## src/rtl/pd_pwm13_pkg.sv

```systemverilog
package pd_pwm13_pkg;

  // Half-wave shape from the 15 phase bits below the sign bit: 4p(1-p) in Q15.
  function automatic logic [16:0] arch_shape(input logic [14:0] p);
    logic [31:0] prod;
    prod = {17'd0, p} * (32'd32768 - {17'd0, p});
    return prod[29:13];
  endfunction

  // Signed reference in counter units: shape, times index, times peak.
  function automatic logic signed [31:0] scale_ref(input logic [31:0] ph,
                                                  input logic [15:0] mi,
                                                  input logic [31:0] peak);
    logic [63:0] mag;
    logic [63:0] amp;
    mag = ({47'd0, arch_shape(ph[30:16])} * {48'd0, mi}) >> 15;
    amp = (mag * {32'd0, peak}) >> 15;
    return ph[31] ? -$signed(amp[31:0]) : $signed(amp[31:0]);
  endfunction

endpackage

```

## src/rtl/pd_pwm13_ref.sv

```systemverilog
module pd_pwm13_ref #(
  parameter int CLK_HZ = 100_000_000,
  parameter int REF_HZ = 50,
  parameter int PEAK   = 14750
) (
  input  logic               clk,
  input  logic               rst,
  input  logic [15:0]        mi,
  output logic signed [31:0] ref_val
);
  import pd_pwm13_pkg::*;

  localparam logic [63:0] INC64 = (64'(REF_HZ) << 32) / 64'(CLK_HZ);
  localparam logic [31:0] INC   = INC64[31:0];

  logic [31:0] phase;
  logic        live;

  always_ff @(posedge clk) begin
    if (rst) begin
      phase <= '0;
      live  <= 1'b0;
    end else begin
      phase <= phase + INC;
      live  <= 1'b1;
    end
  end

  assign ref_val = scale_ref(phase, mi, 32'(PEAK));

  p_phase_step_r7: assert property (@(posedge clk) disable iff (rst)
    live |-> phase == $past(phase) + INC);

endmodule

```

## src/rtl/pd_pwm13_carrier.sv

```systemverilog
module pd_pwm13_carrier #(
  parameter int HALF = 2500,
  localparam int CW  = $clog2(HALF + 1)
) (
  input  logic          clk,
  input  logic          rst,
  output logic [CW-1:0] cnt,
  output logic          armed
);
  logic up;
  logic live;

  always_ff @(posedge clk) begin
    if (rst) begin
      cnt   <= '0;
      up    <= 1'b1;
      armed <= 1'b0;
      live  <= 1'b0;
    end else begin
      live <= 1'b1;
      if (up) begin
        cnt <= cnt + 1'b1;
        if (cnt == CW'(HALF - 1)) up <= 1'b0;
      end else begin
        cnt <= cnt - 1'b1;
        if (cnt == CW'(1)) begin
          up    <= 1'b1;
          armed <= 1'b1;
        end
      end
    end
  end

  p_cnt_bound_r6: assert property (@(posedge clk) disable iff (rst)
    cnt <= CW'(HALF));

  p_cnt_step_r6: assert property (@(posedge clk) disable iff (rst)
    live |-> (cnt == $past(cnt) + 1'b1) || (cnt == $past(cnt) - 1'b1));

endmodule

```

## src/rtl/pd_pwm13_dead.sv

```systemverilog
module pd_pwm13_dead #(
  parameter int DT_W = 4
) (
  input  logic            clk,
  input  logic            rst,
  input  logic            arm,
  input  logic            raw,
  input  logic [DT_W-1:0] dead,
  output logic            on,
  output logic            off
);
  logic            raw_d;
  logic [DT_W-1:0] dtc;
  logic            flip;
  logic            open;

  assign flip = raw ^ raw_d;
  assign open = arm && !flip && (dtc == '0);
  assign on   = open && raw;
  assign off  = open && !raw;

  always_ff @(posedge clk) begin
    if (rst) begin
      raw_d <= 1'b0;
      dtc   <= '0;
    end else begin
      raw_d <= raw;
      if (flip)            dtc <= dead;
      else if (dtc != '0)  dtc <= dtc - 1'b1;
    end
  end

  p_pair_excl_r4: assert property (@(posedge clk) disable iff (rst)
    !(on && off));

  p_gap_on_r5: assert property (@(posedge clk) disable iff (rst)
    $rose(on) |-> !$past(off));

  p_gap_off_r5: assert property (@(posedge clk) disable iff (rst)
    $rose(off) |-> !$past(on));

  p_unarmed_low_r9: assert property (@(posedge clk) disable iff (rst)
    !arm |-> !on && !off);

endmodule

```

## src/rtl/pd_pwm13.sv

```systemverilog
module pd_pwm13 #(
  parameter int CLK_HZ      = 100_000_000,
  parameter int CARRIER_HZ  = 20_000,
  parameter int REF_HZ      = 50,
  parameter int PEAK_TENTHS = 59,
  parameter int NBANDS      = 6,
  parameter int DT_W        = 4,
  localparam int HALF       = CLK_HZ / (2 * CARRIER_HZ),
  localparam int PEAK       = PEAK_TENTHS * HALF / 10,
  localparam int CW         = $clog2(HALF + 1),
  localparam int LW         = $clog2(NBANDS + 1) + 1
) (
  input  logic                 clk,
  input  logic                 rst,
  input  logic [15:0]          mod_index,
  input  logic [DT_W-1:0]      dead_cycles,
  output logic [NBANDS-1:0]    gate_up_on,
  output logic [NBANDS-1:0]    gate_up_off,
  output logic [NBANDS-1:0]    gate_dn_on,
  output logic [NBANDS-1:0]    gate_dn_off,
  output logic signed [LW-1:0] level
);
  logic signed [31:0] ref_val;
  logic [CW-1:0]      cnt;
  logic               armed;
  logic signed [31:0] car_val;
  logic [NBANDS-1:0]  cmp_up, cmp_dn;
  logic [NBANDS-1:0]  raw_up, raw_dn;
  logic signed [LW-1:0] lvl_next;

  pd_pwm13_ref #(.CLK_HZ(CLK_HZ), .REF_HZ(REF_HZ), .PEAK(PEAK)) u_ref (
    .clk(clk), .rst(rst), .mi(mod_index), .ref_val(ref_val));

  pd_pwm13_carrier #(.HALF(HALF)) u_car (
    .clk(clk), .rst(rst), .cnt(cnt), .armed(armed));

  assign car_val = $signed({{(32 - CW){1'b0}}, cnt});

  for (genvar k = 0; k < NBANDS; k++) begin : g_band
    localparam logic signed [31:0] OFF_UP = 32'(k * HALF);
    localparam logic signed [31:0] OFF_DN = 32'((k + 1) * HALF);
    assign cmp_up[k] = ref_val > (car_val + OFF_UP);
    assign cmp_dn[k] = ref_val < (car_val - OFF_DN);

    pd_pwm13_dead #(.DT_W(DT_W)) u_dt_up (
      .clk(clk), .rst(rst), .arm(armed), .raw(raw_up[k]), .dead(dead_cycles),
      .on(gate_up_on[k]), .off(gate_up_off[k]));

    pd_pwm13_dead #(.DT_W(DT_W)) u_dt_dn (
      .clk(clk), .rst(rst), .arm(armed), .raw(raw_dn[k]), .dead(dead_cycles),
      .on(gate_dn_on[k]), .off(gate_dn_off[k]));

    if (k > 0) begin : g_stack
      p_up_stack_r2: assert property (@(posedge clk) disable iff (rst)
        raw_up[k] |-> raw_up[k-1]);
      p_dn_stack_r3: assert property (@(posedge clk) disable iff (rst)
        raw_dn[k] |-> raw_dn[k-1]);
    end
  end

  always_comb begin
    lvl_next = '0;
    for (int i = 0; i < NBANDS; i++) begin
      lvl_next = lvl_next + $signed({{(LW - 1){1'b0}}, cmp_up[i]});
      lvl_next = lvl_next - $signed({{(LW - 1){1'b0}}, cmp_dn[i]});
    end
  end

  always_ff @(posedge clk) begin
    if (rst) begin
      raw_up <= '0;
      raw_dn <= '0;
      level  <= '0;
    end else begin
      raw_up <= cmp_up;
      raw_dn <= cmp_dn;
      level  <= lvl_next;
    end
  end

  p_level_range_r1: assert property (@(posedge clk) disable iff (rst)
    (level <= LW'(NBANDS)) && (level >= -LW'(NBANDS)));

  p_no_both_sides_r1: assert property (@(posedge clk) disable iff (rst)
    !(raw_up[0] && raw_dn[0]));

endmodule

```

## config.mk

```make
export PLATFORM = sky130hd
export DESIGN_NAME = pd_pwm13
export DESIGN_NICKNAME = d
export VERILOG_FILES = /design/src/rtl/pd_pwm13_pkg.sv /design/src/rtl/pd_pwm13_ref.sv /design/src/rtl/pd_pwm13_carrier.sv /design/src/rtl/pd_pwm13_dead.sv /design/src/rtl/pd_pwm13.sv
export SDC_FILE = /design/constraint.sdc
export NUM_CORES = 2
export LEC_CHECK = 0
export ABC_AREA = 1
export ABC_CLOCK_PERIOD_IN_PS = 64599
export BUFFER_PORTS_ARGS = -buffer_cell sky130_fd_sc_hd__buf_2
export CAP_MARGIN = 20
export CORE_ASPECT_RATIO = 1.4
export CORE_MARGIN = 8
export CORE_UTILIZATION = 55
export DETAILED_ROUTE_END_ITERATION = 8
export PLACE_DENSITY = 0.71
export SLEW_MARGIN = 0
export SYNTH_ARGS = -nofsm -noshare
export SYNTH_HDL_FRONTEND = slang
export SYNTH_SLANG_ARGS = --single-unit
```

## constraint.sdc

```tcl
create_clock -name clk -period 64.6 [get_ports clk]
set_input_delay 3.23 -clock clk [delete_from_list [all_inputs] [get_ports clk]]
set_output_delay 3.23 -clock clk [all_outputs]
set_load 0.02 [all_outputs]
```

; Yosys cells after proc, flatten, opt, wreduce, memory -nomap -nowiden
; Index checks and enable logic that the tools add are counted.
[classes]
n_reduce_logical = 109
n_addsub = 39
bitwise = 13
eq_ne = 2
n_mul = 3
mux = 29
magnitude_cmp = 12
[ops]
columns = cell, count
row1 = 32-bit by 15-bit < comparator with 1-bit output, 3
row2 = 4-bit 2-to-1 mux, 24
row3 = 32-bit by 15-bit > comparator with 1-bit output, 2
row4 = 32-bit by 16-bit > comparator with 1-bit output, 2
row5 = 32-bit by 14-bit < comparator with 1-bit output, 2
row6 = 1-bit logical AND, 48
row7 = 4-bit logical NOT, 12
row8 = 4-bit nonzero test, 12
row9 = 4-bit by 1-bit subtractor with 4-bit output (second input constant), 12
row10 = 12-bit by 14-bit subtractor with 15-bit output (second input constant), 3
row11 = 17-bit by 16-bit multiplier with 33-bit output, 1
row12 = 32-bit by 12-bit adder with 32-bit output (second input constant), 1
row13 = 32-bit by 13-bit > comparator with 1-bit output, 1
row14 = 32-bit by 14-bit > comparator with 1-bit output, 1
row15 = 32-bit by 13-bit < comparator with 1-bit output, 1
row16 = 15-bit by 32-bit multiplier with 30-bit output, 1
row17 = 32-bit 2-to-1 mux, 1
row18 = 32-bit negation, 1
row19 = 18-bit by 13-bit multiplier with 31-bit output (second input constant), 1
row20 = 12-bit by 14-bit adder with 15-bit output (second input constant), 2
row21 = 12-bit by 13-bit adder with 14-bit output (second input constant), 2
row22 = 12-bit by 13-bit subtractor with 14-bit output (second input constant), 2
row23 = 1-bit logical NOT, 24
row24 = 2-bit nonzero test, 12
row25 = other kinds (17), 36
[totals]
in_bits = 22
output_inout_bits = 28
register_bits = 122

; Depth between registers and ports, before layout
[logic_depth]
depth_word = 18
depth_mapped = 127
depth_no_buf = 124

; Modules after synthesis
; A second synthesis with hierarchy kept.
[unflattened]
hier_cells = 4764
area_unflattened_um2 = 34644.5
[modules_own_cells]
columns = module, cells_per_inst, seq_area_each_um2, area_each_um2, n_inst
row1 = pd_pwm13_ref, 3170, 640.6, 23950.5, 1
row2 = pd_pwm13, 853, 320.3, 5829.3, 1
row3 = pd_pwm13_dead, 51, 100.1, 336.6, 12
row4 = pd_pwm13_carrier, 129, 280.3, 825.8, 1

; Worst setup path after synthesis
; OpenSTA, ideal clock, no wires.
[synth_timing]
path_type = reg-to-reg
from = register u_ref.phase[17]
to = register level[2]
synth_period_minus_slack_ns = 20.959
setup_ns = 0.128
t_required_ns = 64.472
stages_incl_launch_ff = 107
slack_ns = 43.641
t_arrival_ns = 20.831
cell_sequence = dfxtp_1 -> inv_1 -> clkbuf_1 -> ha_1 -> nand2_1 -> nor2_1 -> nand2_1 -> nor3_1 -> and3_1 -> ha_1 -> inv_1 -> nand2_1 -> fa_1 -> inv_1 -> fa_1 -> fa_1 -> fa_1 -> fa_1 -> (+71 left out) -> nand2_1 -> o211ai_1 -> nand3_1 -> nand2_1 -> nand2_1 -> nand2_1 -> nand2_1 -> inv_1 -> fa_1 -> fa_1 -> fa_1 -> inv_1 -> fa_1 -> ha_1 -> inv_1 -> fa_1 -> xor2_1 -> nor2_1
[synth_between]
word_cells_on_any_way = 29
cone_classes = 13 x add/sub / 3 x mul / 12 x order compare / 1 x mux
[synth_rtl]
columns = item, line_no
row1 = from (decl), pd_pwm13_ref.sv:16  ; logic [31:0] phase;
row2 = from (signal assigned), pd_pwm13_ref.sv:24  ; phase <= phase + INC;
row3 = 16-bit by 15-bit subtractor with 17-bit output, pd_pwm13_pkg.sv:6  ; prod = {17'd0, p} * (32'd32768 - {17'd0, p});
row4 = 15-bit by 32-bit multiplier with 30-bit output (*), pd_pwm13_pkg.sv:6
row5 = 17-bit by 16-bit multiplier with 33-bit output (*), pd_pwm13_pkg.sv:16  ; mag = ({47'd0, arch_shape(ph[30:16])} * {48'd0, mi}) >> 15;
row6 = 18-bit by 13-bit multiplier with 31-bit output (*), pd_pwm13_pkg.sv:17  ; amp = (mag * {32'd0, peak}) >> 15;
row7 = 32-bit negation, pd_pwm13_pkg.sv:18  ; return ph[31] ? -$signed(amp[31:0]) : $signed(amp[31:0]);
row8 = 32-bit 2-to-1 mux (*), pd_pwm13_pkg.sv:18
row9 = 32-bit by 15-bit < comparator with 1-bit output (*), pd_pwm13.sv:43  ; assign cmp_dn[k] = ref_val < (car_val - OFF_DN);
row10 = via cmp_dn[5], pd_pwm13.sv:27  ; logic [NBANDS-1:0] cmp_up, cmp_dn;
row11 = 4-bit by 2-bit subtractor with 4-bit output (*), pd_pwm13.sv:65  ; lvl_next = lvl_next - $signed({{(LW - 1){1'b0}}, cmp_dn[i]});
row12 = to (signal assigned), pd_pwm13.sv:77  ; level <= lvl_next;
row13 = to (decl), pd_pwm13.sv:21  ; output logic signed [LW-1:0] level
; The timed path passes the listed nets; every way through them passes the cells marked *.
; A chain may end at the register's enable or synchronous reset.

; Final worst setup path
; Same ends and word-level chain as after synthesis.

==> reports/metrics.yaml <==
outcome: "complete, no violations"
clock.fmax_mhz: 42.56
area_growth_pct: 4.122
hold_violations: 0
synth_top_cell_area_share: 0.2664
synth_area_sq_um: 33670
setup_viol: 0
gr-total-overflow: 0
cts-resized-gates: 0
wl_met1_mm: 34.57
synth_flop_cell: "dfxtp_1"
start_util: 0.5551
io_pins: 50
antenna_found_initial: 1
crit_top_cell: "nand2_1"
yosysTopAreaCell: "fa_1"
synth_edf_count: 0
ys_warn_count: 0
final_antenna_net_count: 0
rsz0062_at_grt: "no"
fin_skew_ns: 0.01148
cts.clk_slew.worst_paths_ns: 0.06
drt_iter0_markers: 1983
met2_length_mm: 44.71
ys_ff_latch: 122
worst_setup_path_start_kind: "flip-flop"
final.fill_count: 5858
cts.path.max_buffers: 2
die_y_um: 308.7
synth_cell_types: 66
die-area_sq_um: 69500
coreArea_sq_um: 60650
clock_latency_ns: 0.41
fin_tns_setup_ns: 0
grt_pass1_vias: 30330
dp_hpwl_mm: 74.99
groute.usage.overall: 0.2637
synthTopCellsByArea: "fa_1 27%, ha_1 17%, inv_1 11%"
hold_buffers: 0
portBuffers: 49
hold_class: "reg2reg"
highest_layer: "met4"
cts_setup_buffers: 0
worst_slew_pin_slew_ns: 0.9746
ys_seq_area_frac: 0.07254
numClockSinks: 122
wirelength_mm: 89.59
vias_per_cell: 5.417
rows: 107
drtPass1Iterations: 6
cp_slowest_cell: "xnor2_1"
slowest_delay_ns: 0.79
cap_violations: 0
fin_crit_sh: 0.3637
slew_headroom: 0.3456
async_flop_share: 0
cts_htree_levels: 4
whs_ns: 0.4572
post_drt_wl_per_cell_um: 16.45
worstPathMaxFanout: 13
worstPathArrival_ns: 23.76
setup.worst_path.end_class: "flip-flop"
wl_met3_mm: 4.485
worstSetupPathType: "reg2reg"
cts_tree: "built"
drive_gt1_frac: 0.05877
required_ns: 64.87
grt_pass1_wl_mm: 149.4
drc: 0
vias: 29500
post-route-min-period_ns: 23.49
gp_congestion: 0.9962
grt_max_degree: 67
synth_area_per_cell_sq_um: 7.228
cts_root_buffer: "clkbuf_16"
final-max-slew-violation-count: 0
finalNetCount: 5543
die_width_um: 225.1
synthCells: 4658
cts-buffers-inserted: 17
## registers in the layout (all words and copies together), names as in the netlist
register,flops
raw_dn,6
raw_up,6
g_band.u_dt_up.raw_d,6
g_band.u_dt_dn.raw_d,6
u_car.cnt,12
g_band.u_dt_dn.dtc,24
u_car.up,1
u_car.armed,1
u_ref.phase,32
level,4
g_band.u_dt_up.dtc,24
## cell usage after synthesis (17+ instances only)
| cell type | count |
|---|---|
| nor2_2 | 17 |
| xnor2_1 | 29 |
| xor2_1 | 98 |
| a21oi_1 | 187 |
| nor3_1 | 59 |
| nand2_2 | 45 |
| nand4_1 | 42 |
| a31oi_1 | 24 |
| inv_1 | 1008 |
| nor2_1 | 443 |
| fa_1 | 448 |
| clkbuf_1 | 85 |
| nand3_1 | 177 |
| dfxtp_1 | 122 |
| buf_4 | 25 |
| o221ai_1 | 18 |
| inv_2 | 28 |
| nand2_1 | 943 |
| o21bai_1 | 21 |
| o21ai_0 | 130 |
| or2_2 | 36 |
| ha_1 | 457 |
## worst max-delay path: cells and delay by family (launching register included)
family                     cells  cell delay [ns]
xor gates and xnor gates       4             1.86
AOI/OAI and AO/OA              9             1.35
and+or+nand+nor               42             4.45
DFF                            1             0.41
buffers and inverters         17             2.28
adders and majority gates     29            12.96
## metrics by stage
stage               area (sq um)  utilization  worst slack (ns)  std cells
floorplan                  33710            -             43.64       4670
global placement           34430       0.5676             41.55       5414
CTS                        35050       0.5780             41.19       5445
finish                     35050       0.5780             41.11       5446
detailed placement         34430       0.5676             41.24       5414
global route               35050       0.5780             39.63       5445
## final cells by class
class / count / area [sq um] / share of cell area
multi-input combinational: 3363 / 26670 / 0.7609
inverter: 1049 / 3938 / 0.1123
sequential: 122 / 2442 / 0.06967
tap: 817 / 1022 / 0.02916
clock buffer: 20 / 456.7 / 0.01303
timing repair buffer: 63 / 350.3 / 0.009994
clock inverter: 11 / 170.2 / 0.004854
antenna: 1 / 2.502 / 0.00007139
## per-layer routing
layer,vias to the layer above,track usage
met4,0,0.1541
met2,1015,0.4740
li1,14210,-
met5,-,0
met3,325,0.02455
met1,13950,0.3027
## worst paths after layout
kind	startpoint	end	slack (ns)	cells past startpoint
worst max-delay path	u_ref.phase[17]$_SDFF_PP0_	level[2]$_SDFF_PP0_	41.11	101
worst min-delay path	u_ref.phase[0]$_SDFF_PP0_	u_ref.phase[0]$_SDFF_PP0_	0.46	1
worst max register to register	u_ref.phase[17]$_SDFF_PP0_	level[2]$_SDFF_PP0_	41.11	101
worst min register to register	u_ref.phase[0]$_SDFF_PP0_	u_ref.phase[0]$_SDFF_PP0_	0.46	1
## cells in the final DEF, fill, tap and decap left out, types with 59 or more instances in the layout
cell type,count
nor3_1,59
dfxtp_1,122
o21ai_0,130
nand2_1,943
nor2_1,443
xor2_1,98
ha_1,457
nand3_1,177
inv_1,1008
a21oi_1,187
fa_1,448
## logic make-up after synthesis
| kind of cell | share of synthesized area |
|---|---|
| AOI/OAI and AO/OA | 0.08217 |
| xor gates and xnor gates | 0.03597 |
| adders and majority gates | 0.4362 |
| buffers and inverters | 0.1365 |
| DFF | 0.07254 |
| other | 0.0002231 |
| and+or+nand+nor | 0.2363 |
Power is not shown: default switching activity piles up to over one toggle a cycle in this logic, so the estimate is an artifact.
